<file path="config.mk">
export PLATFORM = sky130hd
export DESIGN_NAME = mux_bus_bridge
export DESIGN_NICKNAME = d
export VERILOG_FILES = /design/src/rtl/bridge_pkg.sv /design/src/rtl/bridge_addr_latch.sv /design/src/rtl/bridge_strobe_gen.sv /design/src/rtl/bridge_io_wait.sv /design/src/rtl/bridge_data_path.sv /design/src/rtl/mux_bus_bridge.sv
export SDC_FILE = /design/constraint.sdc
export NUM_CORES = 1
export LEC_CHECK = 0
export BUFFER_PORTS_ARGS = -buffer_cell sky130_fd_sc_hd__buf_4
export CAP_MARGIN = 10
export CORE_UTILIZATION = 30
export DETAILED_ROUTE_END_ITERATION = 8
export SLEW_MARGIN = 25
export SYNTH_ARGS = -nofsm -noshare
export SYNTH_HDL_FRONTEND = slang
export SYNTH_HIERARCHICAL = 1
export SYNTH_SLANG_ARGS = --single-unit
</file>
<file path="constraint.sdc">
create_clock -name clk -period 0.8 [get_ports clk]
set_input_delay 0.08 -clock clk [delete_from_list [all_inputs] [get_ports clk]]
set_output_delay 0.08 -clock clk [all_outputs]
set_load 0.02 [all_outputs]
</file>
<file path="src/rtl/bridge_pkg.sv">
package bridge_pkg;

  typedef enum logic {
    SPACE_MEM = 1'b0,
    SPACE_IO  = 1'b1
  } space_e;

  // Active-low request for one address space: asserts only when a strobe
  // is low, the space select matches and the latch phase is over.
  function automatic logic req_n(input logic rd_n, input logic wr_n,
                                 input logic iom, input space_e want,
                                 input logic ale);
    return (rd_n & wr_n) | (iom != logic'(want)) | ale;
  endfunction

endpackage

</file>
<file path="src/rtl/bridge_addr_latch.sv">
module bridge_addr_latch #(
  parameter int LO_W = 8,
  parameter int HI_W = 8
) (
  input  logic                 clk,
  input  logic                 rst,
  input  logic                 ale,
  input  logic [LO_W-1:0]      lo_i,
  input  logic [HI_W-1:0]      hi_i,
  output logic [LO_W+HI_W-1:0] addr_o
);
  localparam int ADDR_W = LO_W + HI_W;

  logic [ADDR_W-1:0] addr_q;

  always_ff @(posedge clk) begin
    if (rst)      addr_q <= '0;
    else if (ale) addr_q <= {hi_i, lo_i};
  end

  assign addr_o = addr_q;


  addr_hold_chk: assert property (@(posedge clk) disable iff (rst)
    !ale |=> $stable(addr_o));

endmodule

</file>
<file path="src/rtl/bridge_strobe_gen.sv">
module bridge_strobe_gen
  import bridge_pkg::*;
(
  input  logic clk,
  input  logic rst,
  input  logic ale,
  input  logic iom,
  input  logic rd_n,
  input  logic wr_n,
  output logic mreq_n_o,
  output logic iorq_n_o,
  output logic rd_n_o,
  output logic wr_n_o,
  output logic en_o
);
  logic mreq_d, iorq_d;

  always_comb begin
    mreq_d = req_n(rd_n, wr_n, iom, SPACE_MEM, ale);
    iorq_d = req_n(rd_n, wr_n, iom, SPACE_IO, ale);
  end

  always_ff @(posedge clk) begin
    if (rst) begin
      mreq_n_o <= 1'b1;
      iorq_n_o <= 1'b1;
      rd_n_o   <= 1'b1;
      wr_n_o   <= 1'b1;
      en_o     <= 1'b0;
    end else begin
      mreq_n_o <= mreq_d;
      iorq_n_o <= iorq_d;
      rd_n_o   <= rd_n;
      wr_n_o   <= wr_n;
      en_o     <= ~iorq_d;
    end
  end


  strobe_excl_chk: assert property (@(posedge clk) disable iff (rst)
    $onehot0({~mreq_n_o, ~iorq_n_o}));


  no_req_in_ale_chk: assert property (@(posedge clk) disable iff (rst)
    (!mreq_n_o || !iorq_n_o) |-> !$past(ale));


  mreq_src_chk: assert property (@(posedge clk) disable iff (rst)
    !mreq_n_o |-> (!$past(iom) && !$past(rd_n && wr_n)));


  en_src_chk: assert property (@(posedge clk) disable iff (rst)
    en_o |-> ($past(iom) && !$past(ale)));

endmodule

</file>
<file path="src/rtl/bridge_io_wait.sv">
module bridge_io_wait
  import bridge_pkg::*;
#(
  parameter int WAIT_CLKS = 1
) (
  input  logic clk,
  input  logic rst,
  input  logic ale,
  input  logic iom,
  input  logic rd_n,
  input  logic wr_n,
  input  logic sys_ready,
  output logic cpu_ready_o
);
  localparam int CW = $clog2(WAIT_CLKS + 1);

  logic          io_act, io_prev, first;
  logic [CW-1:0] cnt;

  always_comb begin
    io_act = ~req_n(rd_n, wr_n, iom, SPACE_IO, ale);
    first  = io_act & ~io_prev;
  end

  always_ff @(posedge clk) begin
    if (rst) begin
      io_prev     <= 1'b0;
      cnt         <= '0;
      cpu_ready_o <= 1'b1;
    end else begin
      io_prev <= io_act;
      if (first)          cnt <= CW'(WAIT_CLKS - 1);
      else if (cnt != '0) cnt <= cnt - 1'b1;
      cpu_ready_o <= sys_ready & ~first & (cnt == '0);
    end
  end


  wait_insert_chk: assert property (@(posedge clk) disable iff (rst)
    (io_act && !io_prev) |=> !cpu_ready_o);


  ext_ready_chk: assert property (@(posedge clk) disable iff (rst)
    !sys_ready |=> !cpu_ready_o);

endmodule

</file>
<file path="src/rtl/bridge_data_path.sv">
module bridge_data_path #(
  parameter int DW = 8
) (
  input  logic          clk,
  input  logic          rst,
  input  logic          ale,
  input  logic          wr_n,
  input  logic [DW-1:0] ad_i,
  output logic [DW-1:0] data_o,
  output logic          oe_o
);
  always_ff @(posedge clk) begin
    if (rst) begin
      data_o <= '0;
      oe_o   <= 1'b0;
    end else begin
      data_o <= ad_i;
      oe_o   <= ~wr_n & ~ale;
    end
  end


  oe_src_chk: assert property (@(posedge clk) disable iff (rst)
    oe_o |-> $past(!wr_n && !ale));

endmodule

</file>
<file path="src/rtl/mux_bus_bridge.sv">
module mux_bus_bridge #(
  parameter int LO_W      = 8,
  parameter int HI_W      = 8,
  parameter int WAIT_CLKS = 1
) (
  input  logic                 clk,
  input  logic                 rst,
  input  logic [LO_W-1:0]      cpu_ad_i,
  input  logic [HI_W-1:0]      cpu_ahi_i,
  input  logic                 cpu_ale_i,
  input  logic                 cpu_iom_i,
  input  logic                 cpu_rd_n_i,
  input  logic                 cpu_wr_n_i,
  output logic                 cpu_ready_o,
  input  logic                 sys_ready_i,
  output logic [LO_W+HI_W-1:0] sys_addr_o,
  output logic                 sys_mreq_n_o,
  output logic                 sys_iorq_n_o,
  output logic                 sys_rd_n_o,
  output logic                 sys_wr_n_o,
  output logic                 sys_en_o,
  output logic [LO_W-1:0]      sys_data_o,
  output logic                 sys_data_oe_o
);
  localparam int ADDR_W = LO_W + HI_W;

  logic [ADDR_W-1:0] addr_w;

  bridge_addr_latch #(.LO_W(LO_W), .HI_W(HI_W)) u_addr (
    .clk(clk), .rst(rst), .ale(cpu_ale_i),
    .lo_i(cpu_ad_i), .hi_i(cpu_ahi_i), .addr_o(addr_w)
  );

  assign sys_addr_o = addr_w;

  bridge_strobe_gen u_strobe (
    .clk(clk), .rst(rst), .ale(cpu_ale_i), .iom(cpu_iom_i),
    .rd_n(cpu_rd_n_i), .wr_n(cpu_wr_n_i),
    .mreq_n_o(sys_mreq_n_o), .iorq_n_o(sys_iorq_n_o),
    .rd_n_o(sys_rd_n_o), .wr_n_o(sys_wr_n_o), .en_o(sys_en_o)
  );

  bridge_io_wait #(.WAIT_CLKS(WAIT_CLKS)) u_wait (
    .clk(clk), .rst(rst), .ale(cpu_ale_i), .iom(cpu_iom_i),
    .rd_n(cpu_rd_n_i), .wr_n(cpu_wr_n_i),
    .sys_ready(sys_ready_i), .cpu_ready_o(cpu_ready_o)
  );

  bridge_data_path #(.DW(LO_W)) u_data (
    .clk(clk), .rst(rst), .ale(cpu_ale_i), .wr_n(cpu_wr_n_i),
    .ad_i(cpu_ad_i), .data_o(sys_data_o), .oe_o(sys_data_oe_o)
  );

endmodule

</file>
# Yosys cells after proc, flatten, opt, wreduce, memory -nomap -nowiden
# Index checks and enable logic that the tools add are counted.
[totals] reg_bits=32 inputBits=23 output_inout_bits=31 word_cells=28
[op_classes] add_sub_neg=1 bitwise_logic=16 reduce_logical=1
[op_table] op="1-bit NOT" n=7
[op_table] op="1-bit bitwise AND" n=5
[op_table] op="1-bit bitwise OR" n=4
[op_table] op="3-bit OR reduction" n=1
[op_table] op="1-bit subtractor (second input constant)" n=1

# Logic depth before layout (Yosys ltp)
[depth] ltp_word=8 mapped_depth=4 depth_no_buf=2

# Modules after synthesis
# The synthesis kept the hierarchy.
[modules_own_cells] mod="bridge_addr_latch" instances=1 cells_each=52 area_per_inst_um2=580.6 seq_area_each_um2=320.3
[modules_own_cells] mod="bridge_data_path" instances=1 cells_each=18 area_per_inst_um2=235.2 seq_area_each_um2=180.2
[modules_own_cells] mod="bridge_strobe_gen" instances=1 cells_each=11 area_per_inst_um2=141.4 seq_area_each_um2=100.1
[modules_own_cells] mod="bridge_io_wait" instances=1 cells_each=9 area_per_inst_um2=96.3 seq_area_each_um2=60.1

# Least setup slack after synthesis
# OpenSTA, ideal clock, no wires.
[synth_path] path_type="in2reg" start="in cpu_rd_n_i" end="reg u_wait.cpu_ready_o" setup_ns=0.122 arrival_time_ns=0.631 t_required_ns=0.678 setup_slack_ns=0.047 stages=2 path_buffers=0 cell_sequence="a211o_1 > o32a_1"
[synth_via] elab_chain_cells=8
[synth_rtl] item="from (decl)" line="mux_bus_bridge.sv:12" rtl="input logic cpu_rd_n_i,"
[synth_rtl] item="1-bit bitwise AND" line="bridge_pkg.sv:13" rtl="return (rd_n & wr_n) | (iom != logic'(want)) | ale;"
[synth_rtl] item="1-bit bitwise OR (2 in series)" line="bridge_pkg.sv:13"
[synth_rtl] item="1-bit NOT" line="bridge_io_wait.sv:21" rtl="io_act = ~req_n(rd_n, wr_n, iom, SPACE_IO, ale);"
[synth_rtl] item="1-bit bitwise AND" line="bridge_io_wait.sv:22" rtl="first = io_act & ~io_prev;"
[synth_rtl] item="1-bit NOT" line="bridge_io_wait.sv:34" rtl="cpu_ready_o <= sys_ready & ~first & (cnt == '0);"
[synth_rtl] item="1-bit bitwise AND (2 in series)" line="bridge_io_wait.sv:34"
[synth_rtl] item="to (signal assigned)" line="bridge_io_wait.sv:34"
[synth_rtl] item="to (decl)" line="bridge_io_wait.sv:13" rtl="output logic cpu_ready_o"
# Every way passes these cells.
# A chain may end at the register's enable or synchronous reset.

# Final worst setup path
[layout_path] start="reg u_addr.addr_q[1], in the netlist u_addr/addr_o[1]" end="out sys_addr_o[1]"
[layout_rtl] item="from (decl)" line="bridge_addr_latch.sv:14" rtl="logic [ADDR_W-1:0] addr_q;"
[layout_rtl] item="from (signal assigned)" line="bridge_addr_latch.sv:18" rtl="else if (ale) addr_q <= {hi_i, lo_i};"
[layout_rtl] item="to (decl)" line="mux_bus_bridge.sv:16" rtl="output logic [LO_W+HI_W-1:0] sys_addr_o,"
# No word-level cell between the ends.

==> flow_metrics.tcl <==
set metrics [dict create \
    synth.distinct_cells 18 \
    fin_crit_sh_pct 108 \
    crit_buf_inv 1 \
    p_clk_share_pct 29.8 \
    start_util_pct 31.3 \
    yosys_register_bits 33 \
    critPathLaunchType "flip-flop" \
    design.die.area_sq_um 3750 \
    finalHoldViolations 1 \
    fin_crit_ps 867 \
    via_per_inst 4.16 \
    htree_levels 2 \
    grtUsageTotal_pct 14.8 \
    vdd_drop_max_uv 1160 \
    drc 0 \
    hpwlAfterDp_um 1570 \
    syn-num-nets 113 \
    fin_skew_ps 0.216 \
    synth.area.top_cells "dfxtp_1, mux2i_1, nor2_1, nor2b_1, buf_12" \
    drive_gt1_share_pct 58.6 \
    combPwrFrac_pct 18.2 \
    clock_path_buffers 2 \
    cp_data_required_time_ps 720 \
    cp_cell_sequence "buf_6" \
    drt_iter0_drc 9 \
    rows 21 \
    synthToLayoutAreaGrowth_pct 80.3 \
    fmaxAchievable_mhz 1150 \
    grt_antenna_before_repair 0 \
    cts.clk_slew.worst_paths_ps 100 \
    gp_congestion 0.605 \
    synth_area_leader_cell "dfxtp_1" \
    grt_pass1_vias 888 \
    dr.pass1.iters 2 \
    io_pins 54 \
    route.vias.total 895 \
    crit_arrival_ps 790 \
    dp_slack_ps -103 \
    violations "hold timing, setup timing" \
    layout_setup_ws_ps -66.7 \
    antenna_cells 0 \
    rsz0062_at_grt "yes" \
    pwr-share-seq_pct 52.0 \
    die_h_um 61.3 \
    cts.sinks 33 \
    synth.avg_cell_area_sq_um 11.7 \
    fin_hold_ws_ps -9.70 \
    worstSetupEndpointType "primary output" \
    hold_buffers 16 \
    fill_cells 321 \
    setup_viol 31 \
    status "finished with violations" \
    ant_nets 0 \
    port_buffers 53 \
    drv_cap 0 \
    slowest_delay_ps 350 \
    grt_pass1_wl_um 3880 \
    numCtsBuffers 5 \
    core_sq_um 3360 \
    cts_tree "done" \
    yosys_warnings 6 \
    clk_latency_ps 320 \
    yosysSeqAreaShare_pct 62.7 \
    crit_fanout 2 \
    synth_area_sq_um 1050 \
    path_class "flip-flop to primary output" \
    internal_power_mw 2.62 \
    nets 191 \
    die_x_um 61.3 \
    grt_start_max_net_pins 19 \
    syn_inst 90 \
    overflow 0 \
    critPathTopFamily "flip-flops" \
    drt_wl_total_um 2520 \
    swShare_pct 24.2 \
    p_sw_uw 839 \
    crit_slowest_cell "dfxtp_2" \
    power.density_nw_per_um2 1820 \
    cellLeakagePower_nw 0.883 \
    wl_per_cell_um 11.7 \
    min_path_type "input port to flip-flop" \
    final_core_util_pct 56.5 \
    slew_violations 0 \
    clock-root-buffer "clkbuf_4" \
    synth_top_area_share_pct 62.7 \
]
layer usage:
layer | vias up | GRT usage [%] | part of all wire, %
li1 | 449 | - | -
met1 | 407 | 15.0 | 40
met2 | 33 | 25.5 | 52
met3 | 6 | 5.46 | 5.6
met4 | 0 | 9.74 | 2.3
met5 | - | 0 | 0
cells by family (layout without fill, tap and decap cells):
group                  after synthesis  in the layout  synth area share [%]
and+or+nand+nor                     32             32                  14.6
DFF                                 33             33                  62.7
muxes                               16             16                  15.2
other                                1              1                 0.356
buffers and inverters                5             84                  4.16
AOI/OAI and AO/OA                    3              3                  2.97
cell type report:
cell class / count / area (sq um) / area share [%]
timing repair buffer: 75 / 719 / 37.9
sequential: 33 / 699 / 36.8
clock inverter: 1 / 5.00 / 0.264
tap: 46 / 57.6 / 3.03
clock buffer: 7 / 65.1 / 3.43
multi-input combinational: 52 / 349 / 18.4
inverter: 1 / 3.75 / 0.198
synth_stat cells (all sizes together):
master and number:
a211o 1, a211oi 1, and2 1, buf 4, conb 1, dfxtp 33
inv 1, mux2i 16, nand2 1, nand2b 1, nor2 17, nor2b 9
nor3 1, o32a 1, or2 2
placed cells by master, fill, tap and decap left out, drive strengths merged, types with 2 or more instances in the layout:
cell / count
dfxtp: 33
buf: 59
or2: 2
clkbuf: 7
mux2i: 16
dlygate4sd3: 16
nor2: 17
nor2b: 9
path summary, 6_finish.rpt:
kind                                        from                 end  slack [ps]  cells past startpoint
worst max-delay path            u_addr/addr_o[1]       sys_addr_o[1]         -70                      1
worst min register to register    u_wait/io_prev  u_wait/cpu_ready_o         480                      1
worst max register to register    u_wait/io_prev  u_wait/cpu_ready_o          70                      1
worst min-delay path                   cpu_ale_i   u_strobe/iorq_n_o         -10                      3
tightest hold or removal path, delay by kind of cell:
family | cells | cell delay [ps]
buffers and inverters | 1 | 100
AND/OR/NAND/NOR | 1 | 60
AO/OA/AOI/OAI | 1 | 50
power by group through the flow:
stage	logic, mW	clock network, mW	registers (mW)
6_report	0.630	1.03	1.80
3_3_place_gp	0.501	0	1.80
3_5_place_dp	0.509	0	1.81
2_1_floorplan	0.143	0	1.91
5_1_grt	0.672	1.14	1.81
4_1_cts	0.628	1.08	1.80
registers in the layout, summed over array words and instances, names as in the netlist:
name / flops
u_data/data_o: 8
u_strobe/mreq_n_o: 1
u_wait/cnt: 1
u_strobe/iorq_n_o: 1
u_strobe/wr_n_o: 1
u_strobe/en_o: 1
u_addr/addr_o: 16
u_wait/cpu_ready_o: 1
u_wait/io_prev: 1
u_strobe/rd_n_o: 1
u_data/oe_o: 1
what timing repair did:
action / in CTS / in global routing
endpoints found under the setup margin: 31 / 31
endpoints found under the hold margin: 25 / 2
resized for setup: 62 / 0
pin swaps: 0 / 0
setup buffers: 1 / 0
metrics by stage:
stage | hold slack (ps) | setup TNS, ps | area (sq um) | instances | total power, mW
after floorplan | 142 | 0 | 1050 | 90 | 2.06
after global placement | 265 | -930 | 1510 | 190 | 2.30
after detailed placement | 270 | -1230 | 1510 | 190 | 2.32
after CTS | -34.7 | -2240 | 1900 | 215 | 3.51
after global routing | -26.5 | -2810 | 1900 | 215 | 3.63
final | -9.70 | -1620 | 1900 | 215 | 3.46
Power figures use the tool's default switching activity.
